==> config.mk <==
export PLATFORM = sky130hd
export DESIGN_NAME = kp_status_top
export DESIGN_NICKNAME = d
export VERILOG_FILES = /design/src/rtl/kp_pkg.sv /design/src/rtl/kp_sync.sv /design/src/rtl/kp_ctrl_reg.sv /design/src/rtl/kp_read_mux.sv /design/src/rtl/kp_status_top.sv
export SDC_FILE = /design/constraint.sdc
export NUM_CORES = 1
export LEC_CHECK = 0
export BUFFER_PORTS_ARGS = -buffer_cell sky130_fd_sc_hd__buf_4
export CORE_UTILIZATION = 51
export DETAILED_ROUTE_END_ITERATION = 10
export PLACE_DENSITY = 0.78
export REMOVE_ABC_BUFFERS = 1
export SLEW_MARGIN = 20
export SYNTH_ARGS = -nofsm -noshare
export SYNTH_HDL_FRONTEND = slang
export SYNTH_SLANG_ARGS = --single-unit
export TNS_END_PERCENT = 50
==> constraint.sdc <==
create_clock -name clk -period 1.22 [get_ports clk]
set_clock_uncertainty 0.05 [all_clocks]
set_input_delay 0.122 -clock clk [delete_from_list [all_inputs] [get_ports clk]]
set_output_delay 0.122 -clock clk [all_outputs]
set_load 0.03 [all_outputs]
==> src/rtl/kp_pkg.sv <==
package kp_pkg;
  localparam int KP_KEYS   = 10;
  localparam int KP_STAT_W = 16;
  localparam int KP_RIGHT  = 4;
  localparam int KP_LEFT   = 5;
  localparam int KP_UP     = 6;
  localparam int KP_DOWN   = 7;

  // Remove physically impossible opposite-direction pairs.
  function automatic logic [KP_KEYS-1:0] kp_suppress(input logic [KP_KEYS-1:0] pressed);
    logic [KP_KEYS-1:0] res;
    res = pressed;
    if (pressed[KP_UP] && pressed[KP_DOWN]) begin
      res[KP_UP]   = 1'b0;
      res[KP_DOWN] = 1'b0;
    end
    if (pressed[KP_RIGHT] && pressed[KP_LEFT]) begin
      res[KP_RIGHT] = 1'b0;
      res[KP_LEFT]  = 1'b0;
    end
    return res;
  endfunction

  // Active-low status word, unused upper bits zero.
  function automatic logic [KP_STAT_W-1:0] kp_status_word(input logic [KP_KEYS-1:0] filtered);
    logic [KP_STAT_W-1:0] w;
    w = '0;
    w[KP_KEYS-1:0] = ~filtered;
    return w;
  endfunction
endpackage

==> src/rtl/kp_sync.sv <==
module kp_sync #(
  parameter int WIDTH  = 10,
  parameter int STAGES = 2
) (
  input  logic             clk,
  input  logic             rst_n,
  input  logic [WIDTH-1:0] d,
  output logic [WIDTH-1:0] q
);
  logic [WIDTH-1:0] stage_q [STAGES];

  for (genvar s = 0; s < STAGES; s++) begin : g_stage
    always_ff @(posedge clk or negedge rst_n) begin
      if (!rst_n) begin
        stage_q[s] <= '0;
      end else begin
        if (s == 0) stage_q[s] <= d;
        else        stage_q[s] <= stage_q[(s == 0) ? 0 : s-1];
      end
    end
  end

  assign q = stage_q[STAGES-1];
endmodule

==> src/rtl/kp_ctrl_reg.sv <==
module kp_ctrl_reg #(
  parameter int CTRL_W = 16,
  parameter int ADDR_W = 3,
  parameter int BASE   = 2
) (
  input  logic              clk,
  input  logic              rst_n,
  input  logic [ADDR_W-1:0] addr,
  input  logic              wr_en,
  input  logic [7:0]        wr_data,
  output logic [CTRL_W-1:0] ctrl_q,
  output logic [CTRL_W/8-1:0] lane_we
);
  localparam int LANES = CTRL_W / 8;

  for (genvar i = 0; i < LANES; i++) begin : g_lane
    assign lane_we[i] = wr_en && (addr == ADDR_W'(BASE + i));
    always_ff @(posedge clk or negedge rst_n) begin
      if (!rst_n)          ctrl_q[i*8 +: 8] <= 8'h00;
      else if (lane_we[i]) ctrl_q[i*8 +: 8] <= wr_data;
    end
  end
endmodule

==> src/rtl/kp_read_mux.sv <==
module kp_read_mux #(
  parameter int STAT_W = 16,
  parameter int CTRL_W = 16,
  parameter int ADDR_W = 3
) (
  input  logic [ADDR_W-1:0] addr,
  input  logic [STAT_W-1:0] stat_word,
  input  logic [CTRL_W-1:0] ctrl_word,
  output logic [7:0]        rd_data
);
  localparam int STAT_BYTES = STAT_W / 8;
  localparam int CTRL_BYTES = CTRL_W / 8;

  always_comb begin
    rd_data = 8'h00;
    for (int i = 0; i < STAT_BYTES; i++)
      if (addr == ADDR_W'(i)) rd_data = stat_word[i*8 +: 8];
    for (int j = 0; j < CTRL_BYTES; j++)
      if (addr == ADDR_W'(STAT_BYTES + j)) rd_data = ctrl_word[j*8 +: 8];
  end
endmodule

==> src/rtl/kp_status_top.sv <==
module kp_status_top #(
  parameter int SYNC_STAGES = 2,
  parameter int CTRL_W      = 16,
  parameter int ADDR_W      = 3
) (
  input  logic                       clk,
  input  logic                       rst_n,
  input  logic [kp_pkg::KP_KEYS-1:0] btn_raw,
  input  logic [ADDR_W-1:0]          bus_addr,
  input  logic                       bus_wr_en,
  input  logic [7:0]                 bus_wr_data,
  output logic [7:0]                 bus_rd_data
);
  import kp_pkg::*;

  localparam int STAT_BYTES = KP_STAT_W / 8;

  logic [KP_KEYS-1:0]   sync_q;
  logic [KP_KEYS-1:0]   filt_pressed;
  logic [KP_STAT_W-1:0] stat_word;
  logic [CTRL_W-1:0]    ctrl_q;
  logic [CTRL_W/8-1:0]  ctrl_lane_we;

  kp_sync #(.WIDTH(KP_KEYS), .STAGES(SYNC_STAGES)) sync_i (
    .clk(clk), .rst_n(rst_n), .d(btn_raw), .q(sync_q)
  );

  assign filt_pressed = kp_suppress(sync_q);
  assign stat_word    = kp_status_word(filt_pressed);

  kp_ctrl_reg #(.CTRL_W(CTRL_W), .ADDR_W(ADDR_W), .BASE(STAT_BYTES)) ctrl_i (
    .clk(clk), .rst_n(rst_n), .addr(bus_addr), .wr_en(bus_wr_en),
    .wr_data(bus_wr_data), .ctrl_q(ctrl_q), .lane_we(ctrl_lane_we)
  );

  kp_read_mux #(.STAT_W(KP_STAT_W), .CTRL_W(CTRL_W), .ADDR_W(ADDR_W)) mux_i (
    .addr(bus_addr), .stat_word(stat_word), .ctrl_word(ctrl_q), .rd_data(bus_rd_data)
  );
endmodule

== Word-level counts from Yosys, hierarchy flattened ==
Index checks and enable logic that the tools add are counted.
Storage, ports and cells
  register bits: 36
  logic and storage cells: 19
  bits of input ports: 24
Operators by class
  muxes and demuxes: 6
  reductions and logical operators: 5
  bitwise gates (word level): 1
  equality and inequality tests: 3
Operators with widths (count)
  $mux 8: 4
  $not 10->10: 1
  $eq 3x2->1 const B: 2
  $logic_and 1x1->1: 4
  $mux 2: 2
  $eq 3x1->1 const B: 1
  $logic_not 3->1: 1

== Longest topological paths before layout ==
  depth after elaboration: 7
  depth in mapped cells: 5
  gate-level depth less buffers: 3

== Modules after synthesis ==
Synthesis repeated with hierarchy kept, for this count alone.
Second synthesis, totals
  cell total of the unflattened synthesis: 107
  area, all modules: 1511.4 um2
Modules (own cells, without submodules)
  kp_ctrl_reg: area an instance 623.1 um2, sequential area each 400.4 um2, instances 1, cells each 36
  kp_sync: area an instance 575.6 um2, sequential area each 500.5 um2, instances 1, cells each 30
  kp_read_mux: area an instance 261.5 um2, sequential area each 0.0 um2, instances 1, cells each 30
  kp_status_top: area an instance 51.3 um2, sequential area each 0.0 um2, instances 1, cells each 11

== Least setup slack after synthesis ==
OpenSTA, ideal clock, no wires.
  path type: input port to output port
  start point: input port bus_addr[1]
  end point: output port bus_rd_data[0]
  arrival time: 1372 ps
  data required time: 1048 ps
  setup slack: -324 ps
  stages on the path: 5
  path through: buf_4 -> buf_2 -> nor2_1 -> a21oi_1 -> a211oi_1
Between the ends
  cells in the longest elaborated chain, start to end: 5
Ends and longest elaborated chain
  start, declared: RTL line kp_status_top.sv:9  | input logic [ADDR_W-1:0] bus_addr,
  $logic_not 3->1: RTL line kp_read_mux.sv:17  | if (addr == ADDR_W'(i)) rd_data = stat_word[i*8 +: 8];
  $mux 8 (2 in a row): RTL line kp_read_mux.sv:17
  $mux 8: RTL line kp_read_mux.sv:19  | if (addr == ADDR_W'(STAT_BYTES + j)) rd_data = ctrl_word[j*8 +: 8];
  $mux 8 (*): RTL line kp_read_mux.sv:19
  end, declared: RTL line kp_status_top.sv:12  | output logic [7:0] bus_rd_data
Mark *: on every way between the ends. The rest lies on a longest branch, timed or not.

== Worst setup path in the final report ==
  start point: register ctrl_i.ctrl_q[4]
  end point: output port bus_rd_data[4]
Between the ends
  cells in the longest elaborated chain, start to end: 2
Ends and longest elaborated chain
  start, declared: RTL line kp_ctrl_reg.sv:11  | output logic [CTRL_W-1:0] ctrl_q,
  start signal, assigned by index: RTL line kp_ctrl_reg.sv:20  | else if (lane_we[i]) ctrl_q[i*8 +: 8] <= wr_data;
  $mux 8 (2 in a row): RTL line kp_read_mux.sv:19
No other way between the ends.

==> impl_metrics.ini <==
[floorplanning]
die_x_um = 54.1
fp.dieH_um = 54.1
dieArea_um2 = 2930
core-area_um2 = 2520
initial_utilization_pct = 55.0
rows = 18
num_io_pins = 32

[sta]
fmax_ghz = 0.646
slew_headroom_pct = 71.6
grt_setup_unrepaired = true
min_period_ps = 1550
setup-violations-final = 8
tightest_slew_ps = 425
hold_viol_final = 0
fin_crit_sh_pct = 127
drv_slew = 0
setup_ws_ps = -329
hold-worst-slack_ps = 220

[grt]
gr-usage-all-layers_pct = 22.0
antenna_found_initial = 0
grt_pass1_wl_mm = 4.18
grt_max_degree = 37
grt_pass1_vias = 947
overflow = 0

[power]
p_clk_share_pct = 32.3
power_frac_comb_pct = 17.6
irDropWorstVdd_v = 0.00120
fin_total_pwr_mw = 2.81
intPower_mw = 2.16
p_per_area_nw_per_um2 = 1420
switching_share_pct = 23.4
seqPwrFrac_pct = 50.1
net-switching-power_uw = 658
p_leak_nw = 0.906

[synth]
yosysSeqAreaShare_pct = 65.0
synth_top_cell_by_area = dfrtp_1
synth_compound_area_share_pct = 10.6
synthTopCellsByArea = dfrtp_1 65%, mux2_2 8.1%, a211oi_1 4.3%
synth_top_flop_cell = dfrtp_1
synthMuxAreaShare_pct = 10.3
synth_edf_count = 0
synth-adder-area-share_pct = 0
ys_types = 18
async_flop_share_pct = 100
synth_top_cell_area_share_pct = 65.0
yosys.area_share.simple_pct = 9.21
yosys_warnings = 0
avgSynthCellArea_um2 = 13.5
syn-instance-count = 103
synth_area_um2 = 1390
synth-seq-cells = 36
synth_xor_area_share_pct = 0
synth_top_family_by_area = compound AO/OA/AOI/OAI gates

[setup_path]
crit_slowest_cell = dfrtp_1
timing.rr.start = ctrl_i.ctrl_q[2]
end_kind = output port
path_cells = inv_1 > a221o_1 > a21oi_2 > buf_6
r2r_slack_ps = 370
cp-start-kind = flip-flop
max_stage_delay_ps = 350
crit_family = compound AO/OA/AOI/OAI gates
arrival_ps = 1380
cp_max_fo = 2
critPathRequiredTime_ps = 1050
r2r_end = ctrl_i.ctrl_q[2]
cp_num_buf_inv = 2
path_class = reg -> out
r2r_cells = 1

[drt]
routed-via-count = 980
antenna_left = 0
drtIter0Drc = 12
routed_wl_mm = 2.74
post_drt_wl_per_cell_um = 14.5
viasPerCell = 5.19
drc = 0
drt_first_pass_iters = 4

[place]
io_buffers = 31
place_inst = 161
place_congestion = 0.699
dp_hpwl_mm = 1.73

[cts]
cts_num_sinks = 36
numCtsBuffers = 5
clk_pin_slew_ps = 90
root_buffer = clkbuf_4
cts_buffer_depth = 2
clock_latency_ps = 330
cts_tree = done
htreeDepth = 2

[hold_path]
hold_class = in -> async

[cells_and_area]
final_cells = 189
diodes = 0
layout-drive-gt1-share_pct = 39.6
nets = 182
area_growth_pct = 42.8
fillCellCount = 152

[run_status]
failed_checks = setup timing
status = finished with violations

[flow_run]
max_cap_viol_count = 0
[worst max path at each step]
stage                           startpoint        endpoint  slack, ps  cells past startpoint
after global routing           sync_i.q[5]  bus_rd_data[5]       -410                      4
after floorplan                sync_i.q[8]  bus_rd_data[0]       -200                      3
after global placement         sync_i.q[5]  bus_rd_data[5]          7                      4
final                     ctrl_i.ctrl_q[4]  bus_rd_data[4]       -330                      4
after CTS                      sync_i.q[5]  bus_rd_data[5]       -360                      4
after detailed placement       bus_addr[1]  bus_rd_data[3]        -20                      6
[layer usage]
| layer | GRT usage, % | routed length (µm) | part of all wire (%) | vias up |
|---|---|---|---|---|
| met3 | 8.76 | 140 | 5.1 | 6 |
| met2 | 35.8 | 1390 | 51 | 32 |
| met1 | 25.8 | 1150 | 42 | 467 |
| met5 | 0 | 0 | 0 | - |
| li1 | - | - | - | 475 |
| met4 | 8.97 | 59 | 2.2 | 0 |
[sequential cells by signal, summed over array words and instances, names as in the netlist]
| name | cells |
|---|---|
| sync_i.q | 10 |
| ctrl_i.ctrl_q | 16 |
| sync_i.stage_q | 10 |
[power groups by stage]
stage                     Combinational (mW)  Sequential, mW  Clock, mW
after global routing                   0.538            1.42      0.980
after global placement                 0.400            1.42          0
final                                  0.496            1.41      0.908
after detailed placement               0.419            1.43          0
after floorplan                        0.228            1.41          0
after CTS                              0.484            1.41      0.941
[metrics by stage]
step | area [µm²] | setup TNS [ps] | worst slack [ps] | utilization, %
6_report | 1980 | -2130 | -329 | 78.5
3_3_place_gp | 1660 | 0 | 6.98 | 65.8
5_1_grt | 1980 | -2760 | -406 | 78.5
2_1_floorplan | 1330 | -1340 | -198 | -
4_1_cts | 1960 | -2410 | -364 | 77.6
3_5_place_dp | 1660 | -63.4 | -23.5 | 65.8
[cell type report]
type                            count  area, µm²  share of cell area [%]
Tap cell                           30       37.5                    1.90
Clock buffer                        7       65.1                    3.29
Inverter                            4       15.0                   0.759
Multi-Input combinational cell     56        434                    21.9
Clock inverter                      1       30.0                    1.52
Sequential cell                    36        901                    45.5
Timing Repair Buffer               55        497                    25.1
[synth_stat cells, types with 3 or more instances]
cell type,instances
a211oi_1,8
nor2_1,8
buf_2,3
dfrtp_1,36
nand3_1,4
a21oi_1,6
nand2_1,6
inv_1,4
o21ai_0,4
mux2_2,10
[kinds of logic (layout without fill, tap and decap cells)]
family / after synthesis / count (layout)
DFF: 36 / 36
buffers and inverters: 11 / 67
muxes: 12 / 12
and+or+nand+nor: 22 / 22
AOI/OAI and AO/OA: 22 / 22
[layout by cell type (no fill, tap or decap), types with 4 or more instances in the layout]
master / netlist / routed
a211oi_1: 8 / 7
o21ai_0: 4 / 4
nor2_1: 8 / 8
clkbuf_4: 0 / 5
mux2_2: 10 / 10
dfrtp_1: 36 / 36
buf_4: 2 / 31
nand2_1: 6 / 6
dlygate4sd3_1: 0 / 19
nand3_1: 4 / 4
[what timing repair did]
item / CTS / global route
pin swaps: 10 / 7
hold buffers: 19 / 0
resized for setup: 2 / 6
hold endpoints to repair: 62 / 0
buffers inserted: 1 / 0
setup endpoints to repair: 8 / 8
Power figures use the tool's default switching activity.
